`config.mk`:
```
export PLATFORM = sky130hd
export DESIGN_NAME = keyed_wdog
export DESIGN_NICKNAME = d
export VERILOG_FILES = /design/src/rtl/keyed_wdog_pkg.sv /design/src/rtl/keyed_wdog_dp.sv /design/src/rtl/keyed_wdog_ctrl.sv /design/src/rtl/keyed_wdog.sv
export SDC_FILE = /design/constraint.sdc
export NUM_CORES = 1
export LEC_CHECK = 0
export CELL_PAD_IN_SITES_DETAIL_PLACEMENT = 1
export CELL_PAD_IN_SITES_GLOBAL_PLACEMENT = 2
export CORE_AREA = 2 2 98 100
export CTS_BUF_LIST = sky130_fd_sc_hd__clkbuf_4
export DETAILED_ROUTE_END_ITERATION = 16
export DIE_AREA = 0 0 100 102
export GPL_ROUTABILITY_DRIVEN = 0
export PLACE_DENSITY = 0.82
export SYNTH_ARGS = -nofsm -noshare
export SYNTH_HDL_FRONTEND = slang
export SYNTH_HIERARCHICAL = 1
export SYNTH_SLANG_ARGS = --single-unit
```
`constraint.sdc`:
```
create_clock -name clk -period 2 [get_ports clk]
set_input_delay 0.2 -clock clk [delete_from_list [all_inputs] [get_ports clk]]
set_output_delay 0.2 -clock clk [all_outputs]
set_load 0.01 [all_outputs]
```
`src/rtl/keyed_wdog_pkg.sv`:
```
package keyed_wdog_pkg;
  localparam int DATA_W = 16;
  localparam int ADDR_W = 6;
  localparam int CNT_W  = 15;

  localparam logic [ADDR_W-1:0] OFS_FEED = 6'h00;
  localparam logic [ADDR_W-1:0] OFS_TMO  = 6'h04;
  localparam logic [ADDR_W-1:0] OFS_DIS1 = 6'h08;
  localparam logic [ADDR_W-1:0] OFS_DIS2 = 6'h0C;
  localparam logic [ADDR_W-1:0] OFS_STAT = 6'h10;
  localparam logic [ADDR_W-1:0] OFS_CNT  = 6'h14;
  localparam logic [ADDR_W-1:0] OFS_DBG  = 6'h18;
  localparam logic [ADDR_W-1:0] OFS_RSTR = 6'h1C;
  localparam logic [ADDR_W-1:0] OFS_EVT  = 6'h20;
  localparam logic [ADDR_W-1:0] OFS_MSK  = 6'h24;
  localparam logic [ADDR_W-1:0] OFS_FRC  = 6'h28;

  localparam logic [DATA_W-1:0] KEY_FEED   = 16'hFEED;
  localparam logic [DATA_W-1:0] KEY_DIS1   = 16'h2BAD;
  localparam logic [DATA_W-1:0] KEY_DIS2   = 16'hCAFE;
  localparam logic [DATA_W-1:0] KEY_RESUME = 16'hACED;
  localparam logic [DATA_W-1:0] KEY_CLRST  = 16'hE8B4;
  localparam logic [DATA_W-1:0] CODE_OFF   = 16'hDABE;
  localparam logic [DATA_W-1:0] CODE_BARK  = 16'hCFE8;

  typedef struct packed {
    logic             feed;
    logic             loadTmo;
    logic [CNT_W-1:0] tmoVal;
    logic             run;
  } dpCmd_t;
endpackage

```
`src/rtl/keyed_wdog_dp.sv`:
```
module keyed_wdog_dp
  import keyed_wdog_pkg::*;
#(
  parameter logic [CNT_W-1:0] TMO_RESET = '1
) (
  input  logic             clk,
  input  logic             rstN,
  input  dpCmd_t           cmd,
  output logic [CNT_W-1:0] count,
  output logic [CNT_W-1:0] timeout,
  output logic             preBark,
  output logic             expire,
  output logic             rstReq
);
  localparam logic [CNT_W-1:0] ONE = CNT_W'(1);
  localparam logic [CNT_W-1:0] TWO = CNT_W'(2);

  assign expire  = cmd.run && (count <= ONE);
  assign preBark = cmd.run && (count == TWO);

  always_ff @(posedge clk or negedge rstN) begin
    if (!rstN) begin
      count   <= TMO_RESET;
      timeout <= TMO_RESET;
      rstReq  <= 1'b0;
    end else begin
      rstReq <= expire;
      if (cmd.loadTmo) timeout <= cmd.tmoVal;
      if (cmd.feed || expire) count <= timeout;
      else if (cmd.run)       count <= count - ONE;
    end
  end
endmodule

```
`src/rtl/keyed_wdog_ctrl.sv`:
```
module keyed_wdog_ctrl
  import keyed_wdog_pkg::*;
(
  input  logic              clk,
  input  logic              rstN,
  input  logic              tick,
  input  logic              dbgMode,
  input  logic              wrEn,
  input  logic              rdEn,
  input  logic [ADDR_W-1:0] addr,
  input  logic [DATA_W-1:0] wrData,
  input  logic [CNT_W-1:0]  count,
  input  logic [CNT_W-1:0]  timeout,
  input  logic              preBark,
  input  logic              expire,
  output dpCmd_t            cmd,
  output logic [DATA_W-1:0] rdData,
  output logic              irqOut,
  output logic              enabled,
  output logic              armed,
  output logic              timedOut,
  output logic              keepBit
);
  logic maskBit, forceBit, evtFlag;
  logic wFeed, wTmo, wDis1, wDis2, wStat, wDbg, wRstr, wEvt, wMsk, wFrc;

  always_comb begin
    wFeed = wrEn && (addr == OFS_FEED);
    wTmo  = wrEn && (addr == OFS_TMO);
    wDis1 = wrEn && (addr == OFS_DIS1);
    wDis2 = wrEn && (addr == OFS_DIS2);
    wStat = wrEn && (addr == OFS_STAT);
    wDbg  = wrEn && (addr == OFS_DBG);
    wRstr = wrEn && (addr == OFS_RSTR);
    wEvt  = wrEn && (addr == OFS_EVT);
    wMsk  = wrEn && (addr == OFS_MSK);
    wFrc  = wrEn && (addr == OFS_FRC);
  end

  always_comb begin
    cmd.feed    = wFeed && (wrData == KEY_FEED);
    cmd.loadTmo = wTmo;
    cmd.tmoVal  = wrData[CNT_W-1:0];
    cmd.run     = enabled && tick && (!dbgMode || keepBit);
  end

  always_ff @(posedge clk or negedge rstN) begin
    if (!rstN) begin
      enabled  <= 1'b0;
      armed    <= 1'b0;
      timedOut <= 1'b0;
      maskBit  <= 1'b0;
      forceBit <= 1'b0;
      keepBit  <= 1'b0;
      evtFlag  <= 1'b0;
    end else begin
      if (wDis2 && armed && (wrData == KEY_DIS2)) enabled <= 1'b0;
      else if (wRstr && (wrData == KEY_RESUME))   enabled <= 1'b1;

      if (wDis1)      armed <= (wrData == KEY_DIS1);
      else if (wDis2) armed <= 1'b0;

      if (expire)                                timedOut <= 1'b1;
      else if (wStat && (wrData == KEY_CLRST))   timedOut <= 1'b0;

      if (wMsk) maskBit  <= wrData[0];
      if (wFrc) forceBit <= wrData[0];
      if (wDbg) keepBit  <= wrData[0];

      evtFlag <= (evtFlag && !(wEvt && wrData[0])) || preBark || forceBit;
    end
  end

  assign irqOut = evtFlag && maskBit;

  always_comb begin
    rdData = '0;
    if (rdEn) begin
      case (addr)
        OFS_TMO:  rdData = {1'b0, timeout};
        OFS_DIS2: rdData = enabled ? '0 : CODE_OFF;
        OFS_STAT: rdData = timedOut ? CODE_BARK : '0;
        OFS_CNT:  rdData = {cmd.run, count};
        OFS_DBG:  rdData = {14'b0, dbgMode, keepBit};
        OFS_EVT:  rdData = {15'b0, evtFlag};
        OFS_MSK:  rdData = {15'b0, maskBit};
        OFS_FRC:  rdData = {15'b0, forceBit};
        default:  rdData = '0;
      endcase
    end
  end
endmodule

```
`src/rtl/keyed_wdog.sv`:
```
module keyed_wdog
  import keyed_wdog_pkg::*;
#(
  parameter logic [CNT_W-1:0] TMO_RESET = '1
) (
  input  logic              clk,
  input  logic              rstN,
  input  logic              tick,
  input  logic              dbgMode,
  input  logic              wrEn,
  input  logic              rdEn,
  input  logic [ADDR_W-1:0] addr,
  input  logic [DATA_W-1:0] wrData,
  output logic [DATA_W-1:0] rdData,
  output logic              irqOut,
  output logic              rstReq
);
  dpCmd_t           cmd;
  logic [CNT_W-1:0] count, timeout;
  logic             preBark, expire, enabled, armed, timedOut, keepBit;

  keyed_wdog_ctrl u_ctrl (
    .clk(clk), .rstN(rstN), .tick(tick), .dbgMode(dbgMode),
    .wrEn(wrEn), .rdEn(rdEn), .addr(addr), .wrData(wrData),
    .count(count), .timeout(timeout), .preBark(preBark), .expire(expire),
    .cmd(cmd), .rdData(rdData), .irqOut(irqOut), .enabled(enabled),
    .armed(armed), .timedOut(timedOut), .keepBit(keepBit)
  );

  keyed_wdog_dp #(.TMO_RESET(TMO_RESET)) u_dp (
    .clk(clk), .rstN(rstN), .cmd(cmd), .count(count), .timeout(timeout),
    .preBark(preBark), .expire(expire), .rstReq(rstReq)
  );
endmodule

```
# After elaboration in Yosys (flattened, before gate mapping)

Index checks and enable logic that the tools add are counted.
W data, S select, Z words.

Bits in registers: 38
Bits of input ports: 28
Output and inout bits: 18

Add/sub/neg operators: 1
Order comparisons: 1
Eq/ne operators: 16
Muxes and demuxes: 12
Reduce and logical (&&, ||, !) cells: 33

Operators with widths:

| cell                    | count |
|---|---|
| $pmux W16 S8            | 1 |
| $eq A16 B16 Y1 const B  | 4 |
| $mux W16                | 3 |
| $mux W15                | 2 |
| $eq A6 B5 Y1 const B    | 4 |
| $logic_and A1 B1 Y1     | 22 |
| $eq A6 B6 Y1 const B    | 3 |
| $eq A16 B14 Y1 const B  | 1 |
| $eq A15 B2 Y1 const B   | 1 |
| $le A15 B1 Y1 const B   | 1 |
| $sub A15 B1 Y15 const B | 1 |
| $eq A6 B4 Y1 const B    | 2 |
| $reduce_bool A2 Y1      | 4 |
| $eq A6 B3 Y1 const B    | 1 |
| $logic_not A6 Y1        | 1 |
| $mux W1                 | 6 |
| $logic_or A1 B1 Y1      | 4 |
| $logic_not A1 Y1        | 2 |

# Depth between registers and ports, before layout

Word-level depth: 7
Mapped depth: 9
Mapped depth without buffers: 8

# Hierarchy

The synthesis kept the hierarchy.

Modules (own cells, without submodules):

| module          | instances | cells an instance | area an instance (um^2) | seq. area each (um^2) |
|---|---|---|---|---|
| keyed_wdog_dp   | 1         | 166               | 1744.2                  | 813.3 |
| keyed_wdog_ctrl | 1         | 133               | 1024.7                  | 175.2 |

# Worst setup path after synthesis

No wires, ideal clock.

Kind: input to register
Start point: in addr[3]
End point: reg u_dp.count[9]
Arrival time: 2.229 ns
Required time: 1.911 ns
Slack: -0.318 ns
Cell stages on the path: 9
Buffers on the path: 3
Cells stage by stage: clkbuf_2 > nor4_1 > nand4_1 > nor3_1 > clkbuf_1 > or2_2 > clkbuf_1 > o22ai_1 > a211oi_1

RTL lines:

| what                 | line                | text |
|---|---|---|
| from (decl)          | keyed_wdog.sv:12    | `input logic [ADDR_W-1:0] addr,` |
| to (signal assigned) | keyed_wdog_dp.sv:29 | `if (cmd.feed \|\| expire) count <= timeout;` |
| to (signal assigned) | keyed_wdog_dp.sv:30 | `else if (cmd.run) count <= count - ONE;` |
| to (decl)            | keyed_wdog_dp.sv:9  | `output logic [CNT_W-1:0] count,` |

==> metrics.csv <==
metric,value,unit
holdCritPathClass,input port to register,
first_global_vias,3017,
synth-simple-area-share,25.4,%
highest_fanout_seen_on_the_critical_path,5,
ys_warns,6,
vias_per_cell,5.50,
totalWireLength,10100,um
cts_sinks,38,
timing.max_slew.rel_slack,52.1,%
timing.critical_path.arrival,2240,ps
critical-path-top-delay-family,compound AO/OA/AOI/OAI gates,
tritoncts_clock_tree,done,
initial_core_util,30.4,%
grt_pass1_wl,15800,um
design.core.area,9110,um^2
post_route_cells_drive_above_1_share,47.4,%
routed-via-count,2809,
drc,0,
worstSetupStartpointType,register,
detailedPlace.worstSlack,-783,ps
timing.critical_path.buf_inv,3,
hold_slack,255,ps
layout_setup_ws,39.6,ps
clkLatencyLatePin,350,ps
leakagePower,1.52,nW
maximum_buffer_depth_of_the_clock_tree,2,
cts_root_buffer,clkbuf_4,
crit_path_frequent_cell,buf_4,
worstMarginPinSlew,719,ps
crit_end,u_ctrl/timedOut,
grt_start_max_net_pins,30,
firstDrtPassIters,4,
period_needed,1960,ps
top_level_ports,46,
growth_of_design_area_from_synthesis_to_finish,40.2,%
numCtsBuffers,5,
worst_hold_path.num_cells,5,
synth_nets,330,
synth-compound-area-share,20.5,%
syn_area,2770,um^2
worstReg2RegStart,u_ctrl/enabled,
worst-r2r-setup-slack,40,ps
dieArea,10200,um^2
yosys.cell_types.count,64,
netlist_instances,299,
yosys_most_used_dff,dfstp_2,
crit_path_cell_trace,buf_4 > nand2_1 > a21oi_1 > buf_4 > and2b_1 > o2111ai_4 > inv_1 > nor4_1 > a41oi_1,
syn_avg_cell_area,9.26,um^2
min_period_over_period,98.0,%
die_width,100,um
worstRegToRegCells,9,
max_stage_delay,380,ps
grt_antenna_before_repair,0,
htree_num_levels,2,
cap_violations,0,
power_dens_cells,487,nW/um^2
cpMaxStageDelayCell,dfrtp_1,
crit-reg2reg-capture,u_ctrl/timedOut,
layout.cells.most_common,buf_4,
worst_ep_required_time,2270,ps
total_routing_usage_reported_by_global_routing,20.1,%
dp_hpwl,7660,um
fmax,510,MHz
main_combinational_cell_family_by_area_after_synthesis,simple AND/OR/NAND/NOR gates,
layout.nets,429,
antenna_violating_nets_post_route,0,
synthXorXnorAreaFrac,0.949,%
status,"finished, final reports clean",
core.rowCount,35,
timing.critical_path.from,u_ctrl/enabled,
setup_repair_after_global_routing_missed_its_margin,yes,
clock_pin_slew_reported_for_the_worst_setup_and_hold_paths_after_clock_tree_synthesis,130,ps
worst_clock_skew,3.43,ps
setup_violations,0,
async_flop_share,100,%
routed_wire_length_per_instance,19.9,um
grt-ovfl-total,0,
cp.depth,9,
final-hold-violation-count,0,
synth-seq-cells,38,
synth_enable_flop_cells,0,
final_max_slew_viol_count,0,
synth_seq_area_share,35.7,%
worstSetupEndpointType,register,
post_synth_fa_ha_maj_area_fraction,1.36,%
yosys-mux-area-fraction,7.32,%
detailedRoute.firstIterationViolations,118,
critPathKind,register to register,
layout_common_cells,"buf_4 (69), dfstp_2 (30), nor2_1 (27), clkdlybuf4s50_1 (22), mux2_2 (18)",
vdd_ir_drop_max,0.000245,V
portBuffers,45,
floorplan.die.height,102,um
-- flip-flops by register name, indices dropped and copies added, names as in the netlist --
register,flops
u_ctrl/enabled,1
u_dp/count,15
u_ctrl/armed,1
u_ctrl/keepBit,1
u_ctrl/maskBit,1
u_dp/timeout,15
u_ctrl/forceBit,1
u_dp/rstReq,1
u_ctrl/evtFlag,1
u_ctrl/timedOut,1
-- stage by stage --
stage / cell area (um^2) / setup TNS (ps) / total power [mW] / instances / util, %
after global placement: 3720 / -20130 / 1.19 / 495 / 40.8
after global routing: 3880 / -21.1 / 1.97 / 510 / 42.6
after detailed placement: 3720 / -22630 / 1.20 / 495 / 40.8
after CTS: 3870 / -2.59 / 1.91 / 511 / 42.5
after floorplan: 2780 / 0 / 1.02 / 299 / -
final: 3880 / 0 / 1.89 / 511 / 42.6
-- synth_stat cells, types with 9 or more instances --
library cell | number | area [um^2]
a21oi_1 | 21 | 105
a22oi_1 | 13 | 97.6
buf_4 | 17 | 128
clkbuf_1 | 10 | 37.5
dfstp_2 | 30 | 788
inv_1 | 9 | 33.8
mux2_2 | 18 | 203
nand2_1 | 16 | 60.1
nor2_1 | 27 | 101
nor3_1 | 15 | 75.1
-- worst min-delay path by stage --
stage / slack [ps] / startpoint / to
3_5_place_dp: 300 / rstN / u_dp/rstReq
2_1_floorplan: -100 / rstN / u_ctrl/armed
5_1_grt: 310 / addr[2] / u_ctrl/armed
3_3_place_gp: 300 / rstN / u_dp/rstReq
6_report: 250 / addr[2] / u_ctrl/armed
4_1_cts: 250 / addr[2] / u_ctrl/armed
-- power breakdown --
group	switching (mW)	internal, mW
combinational	0.123	0.160
sequential	0.0561	0.857
clock	0.301	0.391
-- worst reg2reg max path, delay by kind of cell (launching register included) --
| kind | cells | cell delay [ps] |
|---|---|---|
| buffers and inverters | 3 | 470 |
| AO/OA/AOI/OAI | 3 | 610 |
| flip-flops | 1 | 380 |
| AND/OR/NAND/NOR | 3 | 440 |
-- cell families after synthesis --
logic type | Yosys count
simple gates | 117
compound gates | 79
buf+inv | 41
flops | 38
mux | 18
xor+xnor | 3
fa+ha+maj | 3
-- metal layers --
| layer | track usage, % | vias up | wire (um) |
|---|---|---|---|
| met5 | 0 | - | 0 |
| met4 | 6.53 | 0 | 308 |
| met3 | 2.26 | 24 | 328 |
| met2 | 37.1 | 80 | 5200 |
| met1 | 24.5 | 1399 | 4310 |
| li1 | - | 1306 | - |
-- cell type report --
cell class,instances,area [um^2]
timing repair buffer,124,995
tap,111,139
clock inverter,3,68.8
multi-input combinational,220,1620
fill,1073,5230
clock buffer,5,37.5
inverter,9,33.8
sequential,38,988
antenna,1,2.50
-- repair_timing --
action                                  4_1_cts  5_1_grt
gates resized for setup                      94       17
hold endpoints to repair                      8        0
gates cloned                                  1        0
pin swaps                                     3        7
hold buffers                                  1        0
setup buffers                                 6        1
endpoints found under the setup margin       31       32
Note: power is estimated with default switching activity, not from simulation.
